[config.mk]
export PLATFORM = sky130hd
export DESIGN_NAME = cpu_reset_seq
export DESIGN_NICKNAME = d
export VERILOG_FILES = /design/src/rtl/rstseq_pkg.sv /design/src/rtl/rstseq_sync2.sv /design/src/rtl/rstseq_stretch.sv /design/src/rtl/rstseq_por.sv /design/src/rtl/rstseq_wdt.sv /design/src/rtl/cpu_reset_seq.sv
export SDC_FILE = /design/constraint.sdc
export NUM_CORES = 1
export LEC_CHECK = 0
export BUFFER_PORTS_ARGS = -buffer_cell sky130_fd_sc_hd__buf_2
export CAP_MARGIN = 20
export CELL_PAD_IN_SITES_DETAIL_PLACEMENT = 0
export CELL_PAD_IN_SITES_GLOBAL_PLACEMENT = 1
export CORE_MARGIN = 2
export CORE_UTILIZATION = 47
export CTS_BUF_LIST = sky130_fd_sc_hd__clkbuf_4
export CTS_CLUSTER_DIAMETER = 60
export DETAILED_ROUTE_END_ITERATION = 8
export PLACE_DENSITY = 0.86
export SLEW_MARGIN = 20
export SYNTH_ARGS = -nofsm -noshare
export SYNTH_HDL_FRONTEND = slang
export SYNTH_HIERARCHICAL = 1
export SYNTH_SLANG_ARGS = --single-unit
[constraint.sdc]
create_clock -name clk -period 2.39 [get_ports clk]
set_clock_uncertainty 0.05 [all_clocks]
set_input_delay 0.1195 -clock clk [delete_from_list [all_inputs] [get_ports clk]]
set_output_delay 0.1195 -clock clk [all_outputs]
set_load 0.02 [all_outputs]
[src/rtl/rstseq_pkg.sv]
// Shared constants and helpers for the reset sequencer.
// Assumes the watchdog interval table packs one exponent per select value.
package rstseq_pkg;
    localparam int SEL_W = 2;
    localparam int N_SEL = 1 << SEL_W;
    localparam int EXP_W = 5;
    localparam int TBL_W = N_SEL * EXP_W;

    // Exponent stored for one select value
    function automatic int exp_of(input logic [TBL_W-1:0] tbl, input int idx);
        return int'(tbl[idx*EXP_W +: EXP_W]);
    endfunction

    // Largest exponent in the table, which sets the watchdog counter width
    function automatic int exp_max(input logic [TBL_W-1:0] tbl);
        int m;
        m = 1;
        for (int i = 0; i < N_SEL; i++) begin
            if (exp_of(tbl, i) > m) m = exp_of(tbl, i);
        end
        return m;
    endfunction
endpackage

[src/rtl/rstseq_sync2.sv]
// Two-flop synchroniser for the external reset request.
// Assumes the input may change at any time relative to clk.
module rstseq_sync2 (
    input  logic clk,
    input  logic pwr_ok,
    input  logic d,
    output logic q
);
    logic meta_q;
    logic sync_q;

    // Shift the raw level through two flops
    always_ff @(posedge clk) begin
        if (!pwr_ok) begin
            meta_q <= 1'b0;
            sync_q <= 1'b0;
        end else begin
            meta_q <= d;
            sync_q <= meta_q;
        end
    end

    assign q = sync_q;
endmodule

[src/rtl/rstseq_stretch.sv]
// Pulse stretcher: active while trig is high and for LOAD clocks after it drops.
// Assumes LOAD >= 1.
module rstseq_stretch #(
    parameter int LOAD = 8
) (
    input  logic clk,
    input  logic pwr_ok,
    input  logic trig,
    output logic active
);
    localparam int CW = $clog2(LOAD + 1);

    logic [CW-1:0] cnt_q;

    // Reload while triggered, otherwise count down to zero
    always_ff @(posedge clk) begin
        if (!pwr_ok)
            cnt_q <= '0;
        else if (trig)
            cnt_q <= CW'(LOAD);
        else if (cnt_q != '0)
            cnt_q <= cnt_q - 1'b1;
    end

    assign active = trig | (cnt_q != '0);
endmodule

[src/rtl/rstseq_por.sv]
// Power-on start-up hold and the power-cause flag.
// Assumes pwr_ok is already aligned to clk; it acts as the synchronous reset here.
module rstseq_por #(
    parameter int STARTUP_CYC = 65536,
    parameter int FLAG_BIT    = 6
) (
    input  logic       clk,
    input  logic       pwr_ok,
    input  logic       cfg_wr,
    input  logic [7:0] cfg_wdata,
    output logic       start_hold,
    output logic       flag
);
    localparam int CW = $clog2(STARTUP_CYC + 1);

    logic [CW-1:0] cnt_q;
    logic          done_q;
    logic          flag_q;

    // Count start-up clocks after supply recovers, then mark done
    always_ff @(posedge clk) begin
        if (!pwr_ok) begin
            cnt_q  <= '0;
            done_q <= 1'b0;
        end else if (!done_q) begin
            cnt_q <= cnt_q + 1'b1;
            if (cnt_q == CW'(STARTUP_CYC - 1)) done_q <= 1'b1;
        end
    end

    // Force the flag while supply is bad; software clears it by writing 0
    always_ff @(posedge clk) begin
        if (!pwr_ok)
            flag_q <= 1'b1;
        else if (cfg_wr && !cfg_wdata[FLAG_BIT])
            flag_q <= 1'b0;
    end

    assign start_hold = !done_q;
    assign flag       = flag_q;
endmodule

[src/rtl/rstseq_wdt.sv]
// Watchdog interval counter with selectable 2^N timeout and restart strobe.
// Assumes clr is high whenever any reset is driven to the core.
module rstseq_wdt
    import rstseq_pkg::*;
#(
    parameter logic [TBL_W-1:0] EXP_TBL = {5'd12, 5'd10, 5'd8, 5'd6}
) (
    input  logic             clk,
    input  logic             pwr_ok,
    input  logic             en,
    input  logic [SEL_W-1:0] sel,
    input  logic             kick,
    input  logic             clr,
    output logic             fire
);
    localparam int CW = exp_max(EXP_TBL);

    logic [CW-1:0] lim_tbl [N_SEL];
    logic [CW-1:0] cnt_q;
    logic          fire_q;

    for (genvar g = 0; g < N_SEL; g++) begin : g_lim
        localparam int E = exp_of(EXP_TBL, g);
        assign lim_tbl[g] = CW'((longint'(1) << E) - 1);
    end

    // Count while enabled; clear on kick, disable or reset; flag a one-clock timeout
    always_ff @(posedge clk) begin
        if (!pwr_ok) begin
            cnt_q  <= '0;
            fire_q <= 1'b0;
        end else begin
            fire_q <= 1'b0;
            if (!en || clr || kick) begin
                cnt_q <= '0;
            end else if (cnt_q == lim_tbl[sel]) begin
                cnt_q  <= '0;
                fire_q <= 1'b1;
            end else begin
                cnt_q <= cnt_q + 1'b1;
            end
        end
    end

    assign fire = fire_q;
endmodule

[src/rtl/cpu_reset_seq.sv]
// Reset sequencer top: merges supply, watchdog and external causes into cpu_rst.
// Assumes pwr_ok is clock-aligned; one machine cycle is MC_CLKS clocks.
module cpu_reset_seq
    import rstseq_pkg::*;
#(
    parameter int               STARTUP_CYC = 65536,
    parameter int               MC_CLKS     = 4,
    parameter int               HOLD_MC     = 2,
    parameter int               FLAG_BIT    = 6,
    parameter logic [TBL_W-1:0] WDT_EXP_TBL = {5'd12, 5'd10, 5'd8, 5'd6}
) (
    input  logic       clk,
    input  logic       pwr_ok,
    input  logic       ext_rst_pin,
    input  logic       wdt_en,
    input  logic [1:0] wdt_sel,
    input  logic       wdt_kick,
    input  logic       cfg_wr,
    input  logic [7:0] cfg_wdata,
    output logic       cpu_rst,
    output logic       pwr_flag
);
    localparam int HOLD_CLKS = MC_CLKS * HOLD_MC;

    logic por_hold;
    logic ext_sync;
    logic ext_active;
    logic wdt_fire;
    logic wdt_active;

    rstseq_por #(.STARTUP_CYC(STARTUP_CYC), .FLAG_BIT(FLAG_BIT)) u_por (
        .clk(clk), .pwr_ok(pwr_ok), .cfg_wr(cfg_wr), .cfg_wdata(cfg_wdata),
        .start_hold(por_hold), .flag(pwr_flag)
    );

    rstseq_sync2 u_ext_sync (
        .clk(clk), .pwr_ok(pwr_ok), .d(ext_rst_pin), .q(ext_sync)
    );

    rstseq_stretch #(.LOAD(HOLD_CLKS)) u_ext_hold (
        .clk(clk), .pwr_ok(pwr_ok), .trig(ext_sync), .active(ext_active)
    );

    rstseq_wdt #(.EXP_TBL(WDT_EXP_TBL)) u_wdt (
        .clk(clk), .pwr_ok(pwr_ok), .en(wdt_en), .sel(wdt_sel),
        .kick(wdt_kick), .clr(cpu_rst), .fire(wdt_fire)
    );

    // The fire pulse itself is the first hold clock, so reload one less
    rstseq_stretch #(.LOAD(HOLD_CLKS - 1)) u_wdt_hold (
        .clk(clk), .pwr_ok(pwr_ok), .trig(wdt_fire), .active(wdt_active)
    );

    assign cpu_rst = por_hold | ext_active | wdt_active;
endmodule

# After elaboration in Yosys (flattened, before gate mapping)

Cells that the tools add are included.

Equality and inequality tests: 2
Reduce and logical (&&, ||, !) cells: 13
Bitwise gates (word level): 6
Mux-type cells: 10
Add/sub/neg operators: 4
$lt $le $gt $ge: 1

Operator list:

| cell                                                      | count |
|---|---|
| binary-select mux 12 bit (select 2 bit)                   | 1 |
| 2-to-1 mux 12 bit                                         | 2 |
| adder 17 x 1 -> 17 bit (second input constant)            | 1 |
| == test 17 x 16 -> 1 bit (second input constant)          | 1 |
| adder 12 x 1 -> 12 bit (second input constant)            | 1 |
| == test 12 bit                                            | 1 |
| 2-to-1 mux 4 bit                                          | 2 |
| 2-to-1 mux 3 bit                                          | 2 |
| OR 1 bit                                                  | 4 |
| nonzero test 2 bit                                        | 2 |
| nonzero test 4 bit                                        | 1 |
| OR reduction 2 bit                                        | 2 |
| subtractor 4 x 1 -> 4 bit (second input constant)         | 1 |
| greater-or-equal comparator 3 bit (second input constant) | 1 |
| logical NOT 1 bit                                         | 3 |
| 2-to-1 mux 1 bit                                          | 3 |
| inverter 2 -> 3 bit                                       | 1 |
| nonzero test 3 bit                                        | 1 |
| OR reduction 3 bit                                        | 1 |
| subtractor 3 x 1 -> 3 bit (second input constant)         | 1 |
| logical OR 1 bit                                          | 2 |
| logical AND 1 bit                                         | 1 |
| inverter 1 bit                                            | 1 |

Input port bits: 16
Output and inout port bits: 2
Word-level logic and storage cells: 46
Bits in registers: 41

# Logic depth before layout (Yosys ltp)

Gate-level depths: netlist of the first run.

Depth after elaboration: 7
Mapped depth: 9

# Hierarchy

Netlist of the first run, hierarchy kept.

Modules (own cells, without submodules):

| module                      | area an instance (sq um) | times used | cells each | sequential area each (sq um) |
|---|---|---|---|---|
| rstseq_por                  | 915.9                    | 1          | 100        | 380.4 |
| rstseq_wdt                  | 606.8                    | 1          | 65         | 260.2 |
| rstseq_stretch (u_ext_hold) | 211.5                    | 1          | 21         | 80.1 |
| rstseq_stretch (u_wdt_hold) | 175.2                    | 1          | 19         | 60.1 |
| rstseq_sync2                | 52.6                     | 1          | 4          | 40.0 |
| cpu_reset_seq               | 6.3                      | 1          | 1          | 0.0 |

# Least setup slack after synthesis of the first run

Ideal clock, no wire load.

Path kind: reg2reg
Start point: reg u_ext_hold.cnt_q[0]
End point: reg u_wdt.cnt_q[10]
Library setup time: 0.065 ns
Clock period less this slack: 2.201 ns
Slack: 0.189 ns
Required time: 2.275 ns
Data arrival time: 2.087 ns
Cell stages (with the launch flop): 10
Path buffers: 0
Cells stage by stage: dfxtp_1 inv_1 ha_1 nor3b_4 nand2b_1 or3_1 nand4bb_1 a21oi_1 a22oi_4 nor2_1

Longest elaborated chain between the ends: 7

RTL lines:

| item                                | RTL line             | source |
|---|---|---|
| start: declaration                  | rstseq_stretch.sv:13 | `logic [CW-1:0] cnt_q;` |
| start signal: assignment            | rstseq_stretch.sv:20 | `cnt_q <= CW'(LOAD);` |
| start signal: assignment            | rstseq_stretch.sv:22 | `cnt_q <= cnt_q - 1'b1;` |
| nonzero test 4 bit                  | rstseq_stretch.sv:25 | `assign active = trig \| (cnt_q != '0);` |
| OR 1 bit                            | rstseq_stretch.sv:25 |  |
| via ext_active                      | cpu_reset_seq.sv:27  | `logic ext_active;` |
| OR 1 bit (2 in series)              | cpu_reset_seq.sv:54  | `assign cpu_rst = por_hold \| ext_active \| wdt_active;` |
| via cpu_rst                         | cpu_reset_seq.sv:20  | `output logic cpu_rst,` |
| logical OR 1 bit (2 in series)      | rstseq_wdt.sv:34     | `if (!en \|\| clr \|\| kick) begin` |
| OR reduction 3 bit (no source line) | --                   |  |
| end signal: assignment              | rstseq_wdt.sv:40     | `cnt_q <= cnt_q + 1'b1;` |
| end: declaration                    | rstseq_wdt.sv:19     | `logic [CW-1:0] cnt_q;` |

The timed path passes the listed nets, and every way through them passes these cells.
A chain may end at the register's enable or synchronous reset.

# Final worst setup path of the first run

Start point: reg u_ext_hold.cnt_q[0]
End point: reg u_wdt.cnt_q[8]

Longest elaborated chain between the ends: 7

RTL lines:

| item                                | RTL line |
|---|---|
| nonzero test 4 bit                  | rstseq_stretch.sv:25 |
| OR 1 bit                            | rstseq_stretch.sv:25 |
| via ext_active                      | cpu_reset_seq.sv:27 |
| OR 1 bit (2 in series)              | cpu_reset_seq.sv:54 |
| logical OR 1 bit (2 in series)      | rstseq_wdt.sv:34 |
| OR reduction 3 bit (no source line) | -- |

The timed path passes the listed nets, and every way through them passes these cells.

==> flow_summary_export.csv, run 1 <==
group,metric,value,unit
sta,fmax,0.476,GHz
pwr,ir_drop,0.000292,V
sta,fin_ws,0.287,ns
floorplan,core-area,0.00403,sq mm
global_route,top_usage_layer,"met2",
logic_synthesis,synth_largest_area_cell,"dfxtp_1",
sta,hold_viol,0,
sta,slew_violations,0,
logic_synthesis,synth_edf_count,0,
worst_setup_path,cp_cell_sequence,"inv_1 -> ha_1 -> nor3b_4 -> nand2b_1 -> or3_1 -> nand4bb_1 -> a21oi_2 -> a22oi_4 -> nor2_1",
worst_setup_path,critPathArrivalTime,2.34,ns
global_route,grt_max_degree,19,
logic_synthesis,yosysSeqAreaShare,41.7,%
clock_tree,clock-sinks,41,
sta,relSlewSlack,68.8,%
place,pre_cts_ws,0.164,ns
worst_hold_path,hold_path_startpoint,"pwr_ok",
floorplan,rows,23,
logic_synthesis,ys.flop_type,"dfxtp_1",
routing,ant_nets,0,
clock_tree,worst_skew_pair.late_latency,0.36,ns
worst_setup_path,start_kind,"register",
layout,post-route-cell-area,0.00215,sq mm
logic_synthesis,synth_xor_xnor_area_share,7.12,%
logic_synthesis,synth.most_common_cell,"dfxtp_1",
place,gp_congestion,0.712,
global_route,overflow,0,
worst_setup_path,cp_slowest_cell,"or3_1",
worst_setup_path,critPathTopFamily,"simple AND/OR/NAND/NOR gates",
routing,firstDrtPassIters,4,
clock_tree,root_buffer,"clkbuf_4",
sta,fin_tns_setup,0,ns
worst_setup_path,r2r_cells,9,
sta,post-route-period-util,88.0,%
clock_tree,clk_pin_slew,0.13,ns
global_route,use_met1,20.2,%
clock_tree,cts_tree,"built",
floorplan,die_area,0.00472,sq mm
logic_synthesis,synth-compound-area-share,9.28,%
floorplan,start_util,48.9,%
floorplan,dieHeight,68.7,um
logic_synthesis,synth_top_cell_area_share,41.7,%
worst_setup_path,required,2.63,ns
global_route,antenna_found_initial,0,
global_route,grt_pass1_vias,1329,
logic_synthesis,yosys.cell_types.count,48,
logic_synthesis,synthTopCellsByArea,"dfxtp_1 (42%), xor2_1 (4.9%), ha_1 (4.5%), nor2_1 (4.2%), mux2i_1 (3.1%)",
global_route,use_met2,26.6,%
run,cap_viol_max_count,0,
floorplan,fp.dieW,68.7,um
logic_synthesis,syn_area_per_cell,9.37,sq um
worst_setup_path,worstSetupPathType,"reg -> reg",
place,port_buffers,10,
clock_tree,htreeDepth,2,
worst_setup_path,cp.depth,9,
logic_synthesis,async_flop_share,0,%
clock_tree,cts_buffers,5,
sta,worst_pin_slew,0.463,ns
pwr,power_per_cell_area,692,mW/mm^2
layout,multi_input_area,0.00106,sq mm
worst_setup_path,crit_buf_inv,1,
global_route,grt_pass1_wl,5710,um
clock_tree,cts_max_path_buffers,2,
layout,area_growth,9.22,%
logic_synthesis,synth_fa_ha_area_share,4.45,%
logic_synthesis,synth_top_family_by_area,"simple AND/OR/NAND/NOR gates",
routing,routed_wirelength,3470,um
floorplan,io_pins,18,
routing,remaining_drc_errors,0,
pwr,p_total,1.49,mW
sta,setup_viol,0,
place,dpl.hpwl,2350,um
status,outcome,"complete, no violations",
routing,drt-initial-drc-count,63,
logic_synthesis,synthMuxAreaShare,3.62,%
layout,seq_area,821,sq um
layout,filler_cell_count,392,
worst_setup_path,cp-end-kind,"register",
clock_tree,cts_setup_buffers,0,
logic_synthesis,ys_seq_elements,41,
routing,vias,1484,
logic_synthesis,synth_cells,210,
worst_setup_path,worst-path-max-fanout,10,
routing,avgRoutedWirePerCell,12.4,um
layout,final_layout_size_suffix_gt1_share,13.5,%
layout,nNetsFinal,251,
logic_synthesis,syn_nets,233,
worst_setup_path,startpoint,"u_ext_hold/cnt_q[0]",
sta,min_period,2.10,ns
sta,rsz0062_at_grt,"no",
worst_hold_path,min_path_cells,2,
global_route,grt_use_met3,5.84,%
worst_setup_path,cpPeakStageDelay,0.40,ns
logic_synthesis,syn_area,0.00197,sq mm
layout,antenna_cells,0,
routing,viasPerCell,5.32,
pwr,p_leak,0.815,nW
global_route,grt_usage,16.6,%
place,dpl_cell_area,0.00207,sq mm
logic_synthesis,synth_simple_gate_area_share,29.1,%
logic_synthesis,ys_warn_count,6,
worst_setup_path,r2r-start,"u_ext_hold/cnt_q[0]",
logic_synthesis,synth_commonest_cells,"dfxtp_1 (41), nor2_1 (22), inv_1 (15)",
worst_hold_path,hold_class,"in -> reg",
## layout by cell type (no fill, tap or decap), drive strengths merged, types with 4 or more instances in the layout
cell    count
dfxtp      41
nor2       22
inv        15
buf        13
nand2      12
xor2       11
nand2b      9
nand3       8
nor4        8
ha          7
a21oi       7
mux2i       6
nand4       6
clkbuf      5
xnor2       5
or3         4
a211oi      4
o21ai       4
## state kept, by name (all words and copies together) (netlist names)
name / flops
u_por/cnt_q: 17
u_por/flag: 1
u_wdt/cnt_q: 12
u_ext_sync/meta_q: 1
u_ext_sync/q: 1
u_wdt/fire: 1
u_por/done_q: 1
u_ext_hold/cnt_q: 4
u_wdt_hold/cnt_q: 3
## worst register-to-register path: cells and delay by family, from the launching register on
| family | cells | cell delay, ns |
|---|---|---|
| AOI/OAI and AO/OA | 2 | 0.33 |
| and+or+nand+nor | 5 | 1.05 |
| DFF | 1 | 0.33 |
| buffers and inverters | 1 | 0.11 |
| adders and majority gates | 1 | 0.18 |
## layer usage
layer	vias up	share of wire [%]
li1	773	-
met1	690	49
met2	16	46
met3	5	3.2
met4	0	1.6
met5	-	0
## path summary, 6_finish.rpt
check	endpoint	slack, ns
hold reg to reg	u_wdt/cnt_q[0]	0.40
hold / removal	u_por/flag	0.02
setup reg to reg	u_wdt/cnt_q[8]	0.29
setup / recovery	u_wdt/cnt_q[8]	0.29
## report_power, final
group | leakage (nW) | switching (mW) | internal [mW] | total, mW
logic | 0.452 | 0.162 | 0.201 | 0.363
registers | 0.333 | 0.0516 | 0.744 | 0.795
clock network | 0.0300 | 0.222 | 0.107 | 0.329
## logic make-up after synthesis
group,Yosys count
fa+ha+maj,7
buf+inv,20
compound gates,25
mux,7
xor+xnor,16
simple gates,94
flops,41
## what timing repair did
action	in CTS	in global routing
hold buffers	3	0
gates resized for setup	0	1
hold endpoints to repair	2	0
setup endpoints to repair	0	4
## metrics by stage
stage          utilization (%)  std cells  hold WS, ns
6_report                  53.4        279       0.0233
5_1_grt                   53.4        279       0.0240
4_1_cts                   53.3        279       0.0106
3_5_place_dp              51.3        268        0.288
3_3_place_gp              51.3        268        0.268
2_1_floorplan                -        210        0.187
## layout make-up
type	count	area share [%]
timing repair buffer	16	4.77
multi-input combinational	149	49.2
inverter	15	2.62
tap	50	2.91
clock buffer	5	1.75
clock inverter	3	0.582
sequential	41	38.2
Power figures use the tool's default switching activity.
==> run 2, diff against run 1 <==
- MAX_ROUTING_LAYER: unset -> met4
==> flow_summary_export.csv, run 2 (synthesis gave the netlist of run 1 again) <==
group,metric,value,unit
place,dpl.hpwl,2350,um
layout,layout_commonest_cell,"dfxtp_1",
clock_tree,cts_buffers,5,
sta,min_period,2.11,ns
sta,hold_viol,0,
pwr,p_comb_share,24.4,%
floorplan,dieHeight,68.7,um
layout,filler_cell_count,392,
layout,final_layout_size_suffix_gt1_share,13.5,%
layout,nNetsFinal,251,
layout,antenna_cells,0,
worst_setup_path,cpPeakStageDelay,0.40,ns
global_route,grt_pass1_wl,5710,um
pwr,p_total,1.49,mW
place,port_buffers,10,
worst_hold_path,hold_class,"in -> reg",
routing,ant_nets,0,
global_route,grt_max_degree,19,
place,place_inst,268,
sta,slew_violations,0,
floorplan,die_area,0.00472,sq mm
sta,relSlewSlack,68.8,%
pwr,ir_drop,0.000293,V
global_route,grt_use_met3,3.90,%
pwr,switchingPower,0.437,mW
sta,rsz0062_at_grt,"no",
global_route,overflow,0,
clock_tree,clock-sinks,41,
global_route,antenna_found_initial,0,
routing,vias,1476,
routing,routed_wirelength,3470,um
global_route,grt_usage,17.0,%
clock_tree,htreeDepth,2,
sta,fin_tns_setup,0,ns
global_route,use_met1,20.2,%
routing,firstDrtPassIters,4,
clock_tree,cts_tree,"built",
routing,viasPerCell,5.29,
sta,post-route-period-util,88.2,%
worst_setup_path,cp_cell_sequence,"inv_1 -> ha_1 -> nor3b_4 -> nand2b_1 -> or3_1 -> nand4bb_1 -> a21oi_2 -> a22oi_4 -> nor2_1",
place,gp_congestion,0.721,
worst_setup_path,cp_slowest_cell,"or3_1",
worst_setup_path,worstSetupPathType,"reg -> reg",
layout,final_cell_mix,"dfxtp_1 (41), nor2_1 (22), inv_1 (15)",
layout,largest_reg_flops,17,
routing,remaining_drc_errors,0,
run,cap_viol_max_count,0,
global_route,top_usage_layer,"met2",
floorplan,fp.dieW,68.7,um
worst_setup_path,required,2.63,ns
global_route,use_met2,26.6,%
pwr,p_sw_share,29.4,%
clock_tree,worst_skew_pair.late_latency,0.35,ns
floorplan,io_pins,18,
layout,post-route-cell-area,0.00215,sq mm
pwr,p_leak,0.815,nW
layout,top_register,"u_por/cnt_q",
clock_tree,cts_max_path_buffers,2,
worst_setup_path,critPathArrivalTime,2.35,ns
floorplan,rows,23,
worst_setup_path,start_kind,"register",
layout,reg_top3,"u_por/cnt_q: 17 flops, u_wdt/cnt_q: 12 flops, u_ext_hold/cnt_q: 4 flops",
sta,fmax,0.474,GHz
pwr,p_seq_share,53.5,%
routing,avgRoutedWirePerCell,12.4,um
sta,timing.hold.ws,0.0256,ns
floorplan,core-area,0.00403,sq mm
pwr,intPower,1.05,mW
layout,final_cell_count_no_fill,279,
sta,setup_viol,0,
place,dpl_cell_area,0.00207,sq mm
pwr,power_per_cell_area,692,mW/mm^2
routing,drt-initial-drc-count,63,
clock_tree,clk_pin_slew,0.13,ns
clock_tree,root_buffer,"clkbuf_4",
floorplan,start_util,48.9,%
worst_setup_path,worst-path-max-fanout,10,
sta,worst_pin_slew,0.463,ns
pwr,clockPowerShare,22.1,%
layout,area_growth,9.22,%
status,outcome,"complete, no violations",
global_route,grt_pass1_vias,1333,
worst_setup_path,cp-end-kind,"register",
run 2: stage by stage:
stage / util (%) / setup WS [ns]
final: 53.4 / 0.282
after global routing: 53.4 / 0.0570
after CTS: 53.3 / 0.127
after detailed placement: 51.3 / 0.164
after global placement: 51.3 / 0.260
after floorplan: - / 0.189
run 2: path summary, 6_finish.rpt:
path	startpoint	end	slack [ns]	cells after the start
hold reg to reg	u_wdt/cnt_q[0]	u_wdt/cnt_q[0]	0.40	1
hold / removal	pwr_ok	u_por/flag	0.03	2
setup / recovery	u_ext_hold/cnt_q[0]	u_wdt/cnt_q[8]	0.28	9
setup reg to reg	u_ext_hold/cnt_q[0]	u_wdt/cnt_q[8]	0.28	9
run 2: cell type report:
| type | instances | area, sq um | area share (%) |
|---|---|---|---|
| Sequential cell | 41 | 821 | 38.2 |
| Tap cell | 50 | 62.6 | 2.91 |
| Clock buffer | 5 | 37.5 | 1.75 |
| Timing Repair Buffer | 16 | 103 | 4.77 |
| Multi-Input combinational cell | 149 | 1060 | 49.2 |
| Inverter | 15 | 56.3 | 2.62 |
| Clock inverter | 3 | 12.5 | 0.582 |
run 2: worst max-delay path, delay by kind of cell, from the launching register on:
kind,cells,cell delay (ns)
and+or+nand+nor,5,1.06
DFF,1,0.33
AOI/OAI and AO/OA,2,0.33
adders and majority gates,1,0.18
buffers and inverters,1,0.11
run 2: what timing repair did:
item,in CTS,in global routing
endpoints found under the setup margin,0,4
setup buffers,0,0
resized for setup,0,1
hold endpoints to repair,2,0
hold buffers,3,0
run 2: power groups by stage:
| stage | clock network, mW | logic [mW] | registers [mW] |
|---|---|---|---|
| after global placement | 0 | 0.351 | 0.809 |
| after detailed placement | 0 | 0.358 | 0.811 |
| final | 0.329 | 0.363 | 0.797 |
| after CTS | 0.347 | 0.367 | 0.797 |
| after floorplan | 0 | 0.280 | 0.802 |
| after global routing | 0.380 | 0.416 | 0.806 |
run 2: routing by layer:
| metal | part of all wire, % | routed length (um) | up-vias |
|---|---|---|---|
| li1 | - | - | 774 |
| met1 | 49 | 1710 | 685 |
| met2 | 47 | 1620 | 13 |
| met3 | 2.9 | 100 | 4 |
| met4 | 0.98 | 34 | 0 |
| met5 | 0 | 0 | - |
